===== config.mk =====
export PLATFORM = sky130hd
export DESIGN_NAME = netreg_port
export DESIGN_NICKNAME = d
export VERILOG_FILES = /design/src/rtl/netreg_pkg.sv /design/src/rtl/netreg_decode.sv /design/src/rtl/netreg_in_fifo.sv /design/src/rtl/netreg_out_fifo.sv /design/src/rtl/netreg_port.sv
export SDC_FILE = /design/constraint.sdc
export NUM_CORES = 1
export LEC_CHECK = 0
export BUFFER_PORTS_ARGS = -buffer_cell sky130_fd_sc_hd__buf_4
export CAP_MARGIN = 20
export CORE_MARGIN = 2
export CORE_UTILIZATION = 35
export CTS_CLUSTER_SIZE = 12
export DETAILED_ROUTE_END_ITERATION = 7
export MAX_ROUTING_LAYER = met4
export RECOVER_POWER = 100
export SLEW_MARGIN = 20
export SYNTH_ARGS = -nofsm -noshare
export SYNTH_HDL_FRONTEND = slang
export SYNTH_SLANG_ARGS = --single-unit

===== constraint.sdc =====
create_clock -name clk -period 7.2 [get_ports clk]
set_input_delay 2.16 -clock clk [delete_from_list [all_inputs] [get_ports clk]]
set_output_delay 2.16 -clock clk [all_outputs]
set_load 0.01 [all_outputs]

===== src/rtl/netreg_pkg.sv =====
package netreg_pkg;

  // Number of words a single instruction removes from one receive queue
  typedef enum logic [1:0] {
    POP_NONE = 2'd0,
    POP_ONE  = 2'd1,
    POP_TWO  = 2'd2
  } pop_e;

endpackage


===== src/rtl/netreg_decode.sv =====
module netreg_decode #(
  parameter int REG_W = 5,
  parameter int BASE  = 24,
  parameter int NCH   = 4,
  parameter int CHW   = 2
) (
  input  logic             en_i,
  input  logic [REG_W-1:0] reg_i,
  output logic             hit_o,
  output logic [CHW-1:0]   ch_o
);

  int offs;

  always_comb begin
    offs  = int'(reg_i) - BASE;
    hit_o = en_i && (offs >= 0) && (offs < NCH);
    ch_o  = CHW'(offs);
  end

endmodule


===== src/rtl/netreg_in_fifo.sv =====
module netreg_in_fifo
  import netreg_pkg::*;
#(
  parameter int DATA_W = 32,
  parameter int DEPTH  = 4,
  localparam int AW    = $clog2(DEPTH),
  localparam int CW    = $clog2(DEPTH + 1)
) (
  input  logic              clk,
  input  logic              rst_n,
  input  logic              push_valid,
  output logic              push_ready,
  input  logic [DATA_W-1:0] push_data,
  input  pop_e              pop_i,
  output logic [CW-1:0]     level_o,
  output logic [DATA_W-1:0] head_o,
  output logic [DATA_W-1:0] second_o
);

  logic [DATA_W-1:0] mem [DEPTH];
  logic [AW-1:0]     rd_ptr, rd_ptr_d;
  logic [AW-1:0]     wr_ptr, wr_ptr_d;
  logic [CW-1:0]     count, count_d;
  logic              push_fire;

  // next state
  always_comb begin
    push_ready = (count != CW'(DEPTH));
    push_fire  = push_valid && push_ready;
    count_d    = count + CW'(push_fire) - CW'(pop_i);
    rd_ptr_d   = rd_ptr + AW'(pop_i);
    wr_ptr_d   = wr_ptr + AW'(push_fire);
  end

  // state registers
  always_ff @(posedge clk or negedge rst_n) begin
    if (!rst_n) begin
      rd_ptr <= '0;
      wr_ptr <= '0;
      count  <= '0;
    end else begin
      rd_ptr <= rd_ptr_d;
      wr_ptr <= wr_ptr_d;
      count  <= count_d;
    end
  end

  // storage, written only under its enable
  always_ff @(posedge clk) begin
    if (push_fire) begin
      mem[wr_ptr] <= push_data;
    end
  end

  assign level_o  = count;
  assign head_o   = mem[rd_ptr];
  assign second_o = mem[rd_ptr + AW'(1)];

endmodule


===== src/rtl/netreg_out_fifo.sv =====
module netreg_out_fifo #(
  parameter int DATA_W = 32,
  parameter int DEPTH  = 4,
  localparam int AW    = $clog2(DEPTH),
  localparam int CW    = $clog2(DEPTH + 1)
) (
  input  logic              clk,
  input  logic              rst_n,
  input  logic              push_en,
  input  logic [DATA_W-1:0] push_data,
  output logic              full_o,
  output logic              out_valid,
  input  logic              out_ready,
  output logic [DATA_W-1:0] out_data
);

  logic [DATA_W-1:0] mem [DEPTH];
  logic [AW-1:0]     rd_ptr, rd_ptr_d;
  logic [AW-1:0]     wr_ptr, wr_ptr_d;
  logic [CW-1:0]     count, count_d;
  logic              pop_fire, push_fire;

  always_comb begin
    full_o    = (count == CW'(DEPTH));
    out_valid = (count != '0);
    pop_fire  = out_valid && out_ready;
    push_fire = push_en && !full_o;
    count_d   = count + CW'(push_fire) - CW'(pop_fire);
    rd_ptr_d  = rd_ptr + AW'(pop_fire);
    wr_ptr_d  = wr_ptr + AW'(push_fire);
  end

  always_ff @(posedge clk or negedge rst_n) begin
    if (!rst_n) begin
      rd_ptr <= '0;
      wr_ptr <= '0;
      count  <= '0;
    end else begin
      rd_ptr <= rd_ptr_d;
      wr_ptr <= wr_ptr_d;
      count  <= count_d;
    end
  end

  always_ff @(posedge clk) begin
    if (push_fire) begin
      mem[wr_ptr] <= push_data;
    end
  end

  assign out_data = mem[rd_ptr];

endmodule


===== src/rtl/netreg_port.sv =====
module netreg_port
  import netreg_pkg::*;
#(
  parameter int DATA_W = 32,
  parameter int NCH    = 4,
  parameter int DEPTH  = 4,
  parameter int REG_W  = 5,
  parameter int BASE   = 24,
  localparam int CHW   = $clog2(NCH),
  localparam int CW    = $clog2(DEPTH + 1)
) (
  input  logic                       clk,
  input  logic                       rst_n,
  input  logic                       issue_valid,
  input  logic                       src_a_en,
  input  logic [REG_W-1:0]           src_a_reg,
  input  logic [DATA_W-1:0]          src_a_rf,
  input  logic                       src_b_en,
  input  logic [REG_W-1:0]           src_b_reg,
  input  logic [DATA_W-1:0]          src_b_rf,
  output logic [DATA_W-1:0]          src_a_val,
  output logic [DATA_W-1:0]          src_b_val,
  output logic                       decode_stall,
  input  logic                       wb_valid,
  input  logic [REG_W-1:0]           wb_rd,
  input  logic [DATA_W-1:0]          wb_data,
  output logic                       wb_stall,
  output logic                       rf_we,
  input  logic [NCH-1:0]             in_valid,
  output logic [NCH-1:0]             in_ready,
  input  logic [NCH-1:0][DATA_W-1:0] in_data,
  output logic [NCH-1:0]             out_valid,
  input  logic [NCH-1:0]             out_ready,
  output logic [NCH-1:0][DATA_W-1:0] out_data
);

  // reset: asserted asynchronously, released on the clock
  logic [1:0] rst_sync;
  logic       rst_int_n;

  always_ff @(posedge clk or negedge rst_n) begin
    if (!rst_n) begin
      rst_sync <= 2'b00;
    end else begin
      rst_sync <= {rst_sync[0], 1'b1};
    end
  end
  assign rst_int_n = rst_sync[1];

  // register number decode for both sources and the destination
  logic           a_hit, b_hit, d_hit;
  logic [CHW-1:0] a_ch, b_ch, d_ch;

  netreg_decode #(.REG_W(REG_W), .BASE(BASE), .NCH(NCH), .CHW(CHW)) u_dec_a (
    .en_i(src_a_en), .reg_i(src_a_reg), .hit_o(a_hit), .ch_o(a_ch));
  netreg_decode #(.REG_W(REG_W), .BASE(BASE), .NCH(NCH), .CHW(CHW)) u_dec_b (
    .en_i(src_b_en), .reg_i(src_b_reg), .hit_o(b_hit), .ch_o(b_ch));
  netreg_decode #(.REG_W(REG_W), .BASE(BASE), .NCH(NCH), .CHW(CHW)) u_dec_d (
    .en_i(wb_valid), .reg_i(wb_rd), .hit_o(d_hit), .ch_o(d_ch));

  // per-channel queue state
  logic [NCH-1:0][CW-1:0]     in_lvl;
  logic [NCH-1:0][DATA_W-1:0] rx_head, rx_second;
  logic [NCH-1:0][1:0]        need;
  logic [NCH-1:0]             short_ch;
  pop_e                       pop_sel [NCH];
  logic [NCH-1:0]             tx_full, tx_push;
  logic                       issue_go;

  always_comb begin
    for (int c = 0; c < NCH; c++) begin
      need[c] = {1'b0, a_hit && (a_ch == CHW'(c))}
              + {1'b0, b_hit && (b_ch == CHW'(c))};
      short_ch[c] = (in_lvl[c] < CW'(need[c]));
    end
    decode_stall = issue_valid && (|short_ch);
    issue_go     = issue_valid && !decode_stall;
    for (int c = 0; c < NCH; c++) begin
      pop_sel[c] = issue_go ? pop_e'(need[c]) : POP_NONE;
    end
  end

  // operand selection feeding the bypass network
  always_comb begin
    src_a_val = a_hit ? rx_head[a_ch] : src_a_rf;
    if (!b_hit) begin
      src_b_val = src_b_rf;
    end else if (a_hit && (a_ch == b_ch)) begin
      src_b_val = rx_second[b_ch];
    end else begin
      src_b_val = rx_head[b_ch];
    end
  end

  // writeback steering
  always_comb begin
    wb_stall = d_hit && tx_full[d_ch];
    rf_we    = wb_valid && !d_hit;
    for (int c = 0; c < NCH; c++) begin
      tx_push[c] = d_hit && (d_ch == CHW'(c));
    end
  end

  for (genvar g = 0; g < NCH; g++) begin : g_chan
    netreg_in_fifo #(.DATA_W(DATA_W), .DEPTH(DEPTH)) u_rx (
      .clk        (clk),
      .rst_n      (rst_int_n),
      .push_valid (in_valid[g]),
      .push_ready (in_ready[g]),
      .push_data  (in_data[g]),
      .pop_i      (pop_sel[g]),
      .level_o    (in_lvl[g]),
      .head_o     (rx_head[g]),
      .second_o   (rx_second[g])
    );

    netreg_out_fifo #(.DATA_W(DATA_W), .DEPTH(DEPTH)) u_tx (
      .clk       (clk),
      .rst_n     (rst_int_n),
      .push_en   (tx_push[g]),
      .push_data (wb_data),
      .full_o    (tx_full[g]),
      .out_valid (out_valid[g]),
      .out_ready (out_ready[g]),
      .out_data  (out_data[g])
    );
  end

endmodule


# == After elaboration in Yosys (flattened, before gate mapping) ==
# Memories as Yosys holds them, arrays and structs flattened.
# Cells that the tools add are included.
# classes
n_addsub,43
n_mux,31
n_reduce_logical,49
order_cmp,13
eq_ne,18
# ops
cell,count
$bmux 32 s2,3
$mux 32,6
$ge 32x1->1 const B,3
$lt 32x4->1 const B,3
$logic_and 1x1->1,35
$add 2x1->2,12
$add 3x1->3,8
$sub 5x5->6 const B,3
$mux 1,17
$eq 2x2->1 const B,6
$eq 3x3->1 const B,4
$lt 3x2->1,4
$ne 3x3->1 const B,4
$reduce_bool 3->1,4
$sub 3x1->3,4
$sub 3x2->3,4
$lt 2x3->1 const B,3
$add 1x1->2,4
$add 2x1->2 const B,4
$add 2x2->2,4
$mux 2,4
$eq 2x1->1 const B,3
$logic_not 1->1,6
$logic_not 2->1,3
3 further kinds,3
# word_totals
ram_bits,1024
in_bits,253
output_inout_bits,203
reg_bits,58
memories,8
# memory_table
name,depth,width,rd,rd_clocked_by_memory_dff,write_ports,line,text
g_chan[0].u_rx.mem,4,32,2,0,1,netreg_in_fifo.sv:20,logic [DATA_W-1:0] mem [DEPTH];
g_chan[0].u_tx.mem,4,32,1,0,1,netreg_out_fifo.sv:17,logic [DATA_W-1:0] mem [DEPTH];
g_chan[1].u_rx.mem,4,32,2,0,1,netreg_in_fifo.sv:20,
g_chan[1].u_tx.mem,4,32,1,0,1,netreg_out_fifo.sv:17,
g_chan[2].u_rx.mem,4,32,2,0,1,netreg_in_fifo.sv:20,
g_chan[2].u_tx.mem,4,32,1,0,1,netreg_out_fifo.sv:17,
+2 memories,--,--,--,--,--,--,

# == Logic depth before layout (Yosys ltp) ==
# logic_depth
word_depth,13
mapped_depth,19
ltp_nobuf,16

# == By module ==
# A second synthesis with hierarchy kept.
# unflattened
cells_unflattened,2065
area_unflattened_um2,47426.7
# modules_own_cells
mod,area_each_um2,seq_area_each_um2,n_inst,cells_per_inst
netreg_out_fifo,5027.3,4018.9,4,196
netreg_in_fifo at g_chan[1].u_rx ...,5846.9,4018.9,3,237
netreg_in_fifo at g_chan[0].u_rx,5853.1,4018.9,1,237
netreg_port,3848.7,50.0,1,324
netreg_decode,25.0,0.0,3,3

# == Worst setup path before layout ==
# OpenSTA, ideal clock, no wires.
# synth_timing
kind,input to output
start,input port src_b_reg[1]
end,output port decode_stall
stages,12
slack_ns,0.726
path_buffers,4
t_arrival_ns,4.314
required_ns,5.040
path_cell_list,buf_2 -> nor2b_1 -> buf_2 -> clkbuf_1 -> buf_2 -> and2_1 -> ha_1 -> inv_1 -> ha_1 -> a211oi_1 -> nor4_2 -> nor2b_1
# synth_via
elab_chain_len,9
word_cells_on_any_way,23
classes_between,add/sub (5); order compare (6); eq/ne (3); reduce/logical (9)
# synth_lines
item,line,text
start: declaration,netreg_port.sv:19,"input logic [REG_W-1:0] src_b_reg,"
$sub 5x5->6 (*),netreg_decode.sv:16,offs = int'(reg_i) - BASE;
$ge 32x1->1,netreg_decode.sv:17,hit_o = en_i && (offs >= 0) && (offs < NCH);
$logic_and 1x1->1 (2 in a row),netreg_decode.sv:17,
$logic_and 1x1->1,netreg_port.sv:73,"+ {1'b0, b_hit && (b_ch == CHW'(c))};"
$add 1x1->2,netreg_port.sv:73,
$lt 3x2->1,netreg_port.sv:74,short_ch[c] = (in_lvl[c] < CW'(need[c]));
$reduce_or 4->1 (*),netreg_port.sv:76,decode_stall = issue_valid && (|short_ch);
$logic_and 1x1->1 (*),netreg_port.sv:76,
end: declaration,netreg_port.sv:23,"output logic decode_stall,"
# Mark *: on every way between the ends. The rest lies on a longest branch, timed or not.

# == Worst setup path in the final report ==
# layout_timing
start,input port src_a_reg[4]
end,output port src_b_val[24]
# layout_via
elab_chain_len,7
word_cells_on_any_way,8
classes_between,add/sub (1); order compare (2); mux (2); reduce/logical (3)
# layout_lines
item,line,text
start: declaration,netreg_port.sv:16,"input logic [REG_W-1:0] src_a_reg,"
$sub 5x5->6 (*),netreg_decode.sv:16,
$ge 32x1->1,netreg_decode.sv:17,
$logic_and 1x1->1,netreg_decode.sv:17,
$logic_and 1x1->1 (*),netreg_decode.sv:17,
$logic_and 1x1->1 (*),netreg_port.sv:88,end else if (a_hit && (a_ch == b_ch)) begin
$mux 32 (*),netreg_port.sv:88,
$mux 32 (*),netreg_port.sv:86,if (!b_hit) begin
end: declaration,netreg_port.sv:22,"output logic [DATA_W-1:0] src_b_val,"
# Marked as above.

==> results.yml <==
timing:
  tightest_slew_ns: 3.52
  hold_viol: 0
  period_minus_slack_ns: 6.97
  rsz0062_at_grt: "false"
  fin_crit_sh_pct: 96.8
  slew_headroom_pct: -135
  skew_ns: 0.0403
  timing.final.ws_setup_ns: 0.232
  finalSetupTns_ns: 0
  fmax_mhz: 144
  whs_ns: 0.351
  slew_violations: 1133
  setup_viol: 0
worst_setup_path:
  reg2regPathDepth: 5
  crit_path_max_fanout: 17
  crit_required_ns: 5.04
  r2r_end: "g_chan[0].u_tx.mem[2][0]"
  ff2ff_setup_slack_ns: 2.15
  r2r-start: "g_chan[0].u_tx.count[1]"
  worstPathArrival_ns: 4.81
  cp-end-kind: "output pin"
  critical_path_class: "input port to output pin"
  startpoint_type: "input port"
synth:
  synthDistinctLibCells: 54
  synth_area_um2: 46300
  avgSynthCellArea_um2: 18.4
  synthMuxAreaShare_pct: 18.3
  syn_inst: 2523
  synth-edff-count: 1024
  synth_top_family_by_area: "multiplexers"
  synth_seq_cells: 1082
  synth.net_count: 2828
  synth_compound_area_share_pct: 5.06
  yosys.area_share.simple_pct: 2.72
  synth.area.top_cells: "edfxtp_1, mux4_2, mux2i_1"
  synth_xor_area_share_pct: 0.718
  yosysTopAreaCellShare_pct: 66.4
  yosys_warnings: 0
  synthAdderAreaFrac_pct: 1.53
  ys_seq_area_share_pct: 69.5
  yosys.area.top_type: "edfxtp_1"
  async_flop_share_pct: 5.36
  ys.flop_type: "edfxtp_1"
clock_network:
  post-cts-setup-buffer-count: 0
  tritoncts: "done"
  cts_resized: 0
  clk_pin_slew_ns: 0.06
  cts_made_buffers: 116
  clockRootBuffer: "clkbuf_16"
  postCtsHoldBufs: 0
  clkSinkCount: 1082
  clkLatencyLatePin_ns: 0.76
  clockBufferDepth: 3
  cts_htree_levels: 3
run_status:
  status: "finished with violations"
  violations: "capacitance limit, slew limit"
power_and_ir_drop:
  p_leak_nw: 17.3
  power_frac_clock_pct: 28.2
  combPwrFrac_pct: 29.4
  p_seq_share_pct: 42.3
  p_switching_mw: 6.69
  intPower_mw: 13.5
  switching_share_pct: 33.2
  power_density_nw_per_um2: 371
  vdd_ir_drop_max_mv: 0.210
  power.total_mw: 20.2
final_layout:
  multi_input_area_um2: 13200
  layout.nets: 3323
  drive_gt1_share_pct: 20.4
  num-fill-cells: 12100
  seq_area_um2: 32200
  final_cells: 4904
  area_growth_pct: 17.1
die:
  die_w_um: 368
  die_area_um2: 135000
  floorplan.initialDensity_pct: 35.2
  core_area_um2: 131000
  std_cell_rows: 133
  boundaryPins: 456
  fp.dieH_um: 368
worst_hold_path:
  min_path_cells: 0
  min_from: "rst_sync[0]"
  whs_endpoint: "rst_sync[1]"
  hp-class: "flip-flop to flip-flop"
placed_design:
  place_hpwl_um: 102000
  gp_congestion: 1.03
  post-place-ws_ns: 0.549
  placed_cells: 4655
  io_buffer_count: 455
detailed_routing:
  viasPerCell: 5.51
  drc: 0
  wirelength_um: 146000
  drtPass1Iterations: 6
  num_vias: 27000
  postRouteAntennaNets: 0
  wl_per_cell_um: 29.7
  drt_iter0_drc: 2895
grt:
  grt_pass1_vias: 26600
  grt_use_total_pct: 21.8
  grt_antenna_before_repair: 56
  overflow: 0
  grt_max_degree: 58
  grt_pass1_wl_um: 203000
job:
  drv_cap: 36
==> through the flow <==
step / instance area (µm²) / utilization (%)
after floorplan: 46300 / -
after global placement: 52100 / 39.6
after detailed placement: 52100 / 39.6
after CTS: 55700 / 42.3
after global routing: 54200 / 41.3
final: 54300 / 41.3
==> cells in the mapped netlist (41+ instances only) <==
cell type  count
a21oi_1       49
a22oi_1       41
buf_2         60
clkbuf_1      70
dfrtp_1       58
edfxtp_1    1024
ha_1          44
mux2i_1      271
mux4_2       237
nand2_1      117
nor2_1        84
o22ai_1       41
==> area by class of cell <==
type | instances | area share (%)
multi-input cells | 1233 | 24.3
diodes | 48 | 0.221
repair buffers | 548 | 5.12
well taps | 1755 | 4.05
flip-flops and latches | 1082 | 59.4
clock inverters | 60 | 1.09
clock buffers | 141 | 5.54
inverters | 37 | 0.256
==> registers in the layout, indices dropped and copies added (netlist names) <==
name                 flops
g_chan.u_rx.mem        512
g_chan.u_tx.mem        512
g_chan.u_rx.level_o     12
g_chan.u_tx.count       12
g_chan.u_rx.rd_ptr       8
g_chan.u_rx.wr_ptr       8
g_chan.u_tx.rd_ptr       8
g_chan.u_tx.wr_ptr       8
rst_sync                 2
==> per-layer routing <==
layer | part of all wire, % | GRT usage, % | up-vias | wire, µm
met4 | 3.5 | 6.92 | 0 | 5100
met2 | 49 | 35.4 | 1405 | 71600
met3 | 10 | 6.89 | 244 | 15200
met1 | 37 | 25.7 | 14000 | 53900
li1 | - | - | 11400 | -
met5 | 0 | - | - | 0
==> power by group through the flow <==
stage	clock, mW	combinational (mW)	sequential (mW)
2_1_floorplan	0	4.20	8.12
3_3_place_gp	0	6.32	8.61
3_5_place_dp	0	6.35	8.64
4_1_cts	5.80	6.37	8.52
5_1_grt	6.04	6.29	8.66
6_report	5.69	5.94	8.54
==> worst max-delay path, stage by stage <==
cell       delay (ns)
buf_4            0.11
and4b_1          0.33
buf_4            0.26
nand4_1          0.12
clkbuf_1         0.80
a2111oi_0        0.15
a311oi_1         0.65
clkbuf_1         0.22
==> cell usage in the layout (no fill, tap or decap), types with 23 or more instances in the layout <==
master | netlist | routed
a211oi_1 | 23 | 23
a21oi_1 | 49 | 49
a221o_1 | 24 | 24
a22oi_1 | 41 | 41
buf_4 | 26 | 151
clkbuf_1 | 70 | 400
clkbuf_16 | 0 | 116
clkinv_1 | 1 | 24
dfrtp_1 | 58 | 49
diode_2 | 0 | 48
edfxtp_1 | 1024 | 1024
ha_1 | 44 | 44
inv_1 | 36 | 36
mux2_2 | 39 | 39
mux2i_1 | 271 | 271
mux4_2 | 237 | 237
nand2_1 | 117 | 117
nor2_1 | 84 | 74
o22ai_1 | 41 | 41
==> kinds of logic (layout without fill, tap and decap cells) <==
logic type / count (synthesis) / count (layout)
DFF: 1082 / 1082
muxes: 547 / 547
AOI/OAI and AO/OA: 319 / 319
and+or+nand+nor: 276 / 276
buffers and inverters: 208 / 786
adders and majority gates: 52 / 52
xor gates and xnor gates: 38 / 38
other: 1 / 49
==> worst max path at each step <==
| stage | from | endpoint | slack (ns) | cells after the start |
|---|---|---|---|---|
| 6_report | src_a_reg[4] | src_b_val[24] | 0.23 | 8 |
| 5_1_grt | src_a_reg[2] | src_b_val[31] | 0.27 | 9 |
| 4_1_cts | src_a_reg[2] | decode_stall | 0.56 | 12 |
| 3_5_place_dp | src_a_reg[2] | decode_stall | 0.55 | 12 |
| 3_3_place_gp | src_b_reg[2] | decode_stall | 0.56 | 11 |
| 2_1_floorplan | src_b_reg[1] | decode_stall | 0.73 | 12 |
(Power assumes the default switching activity.)
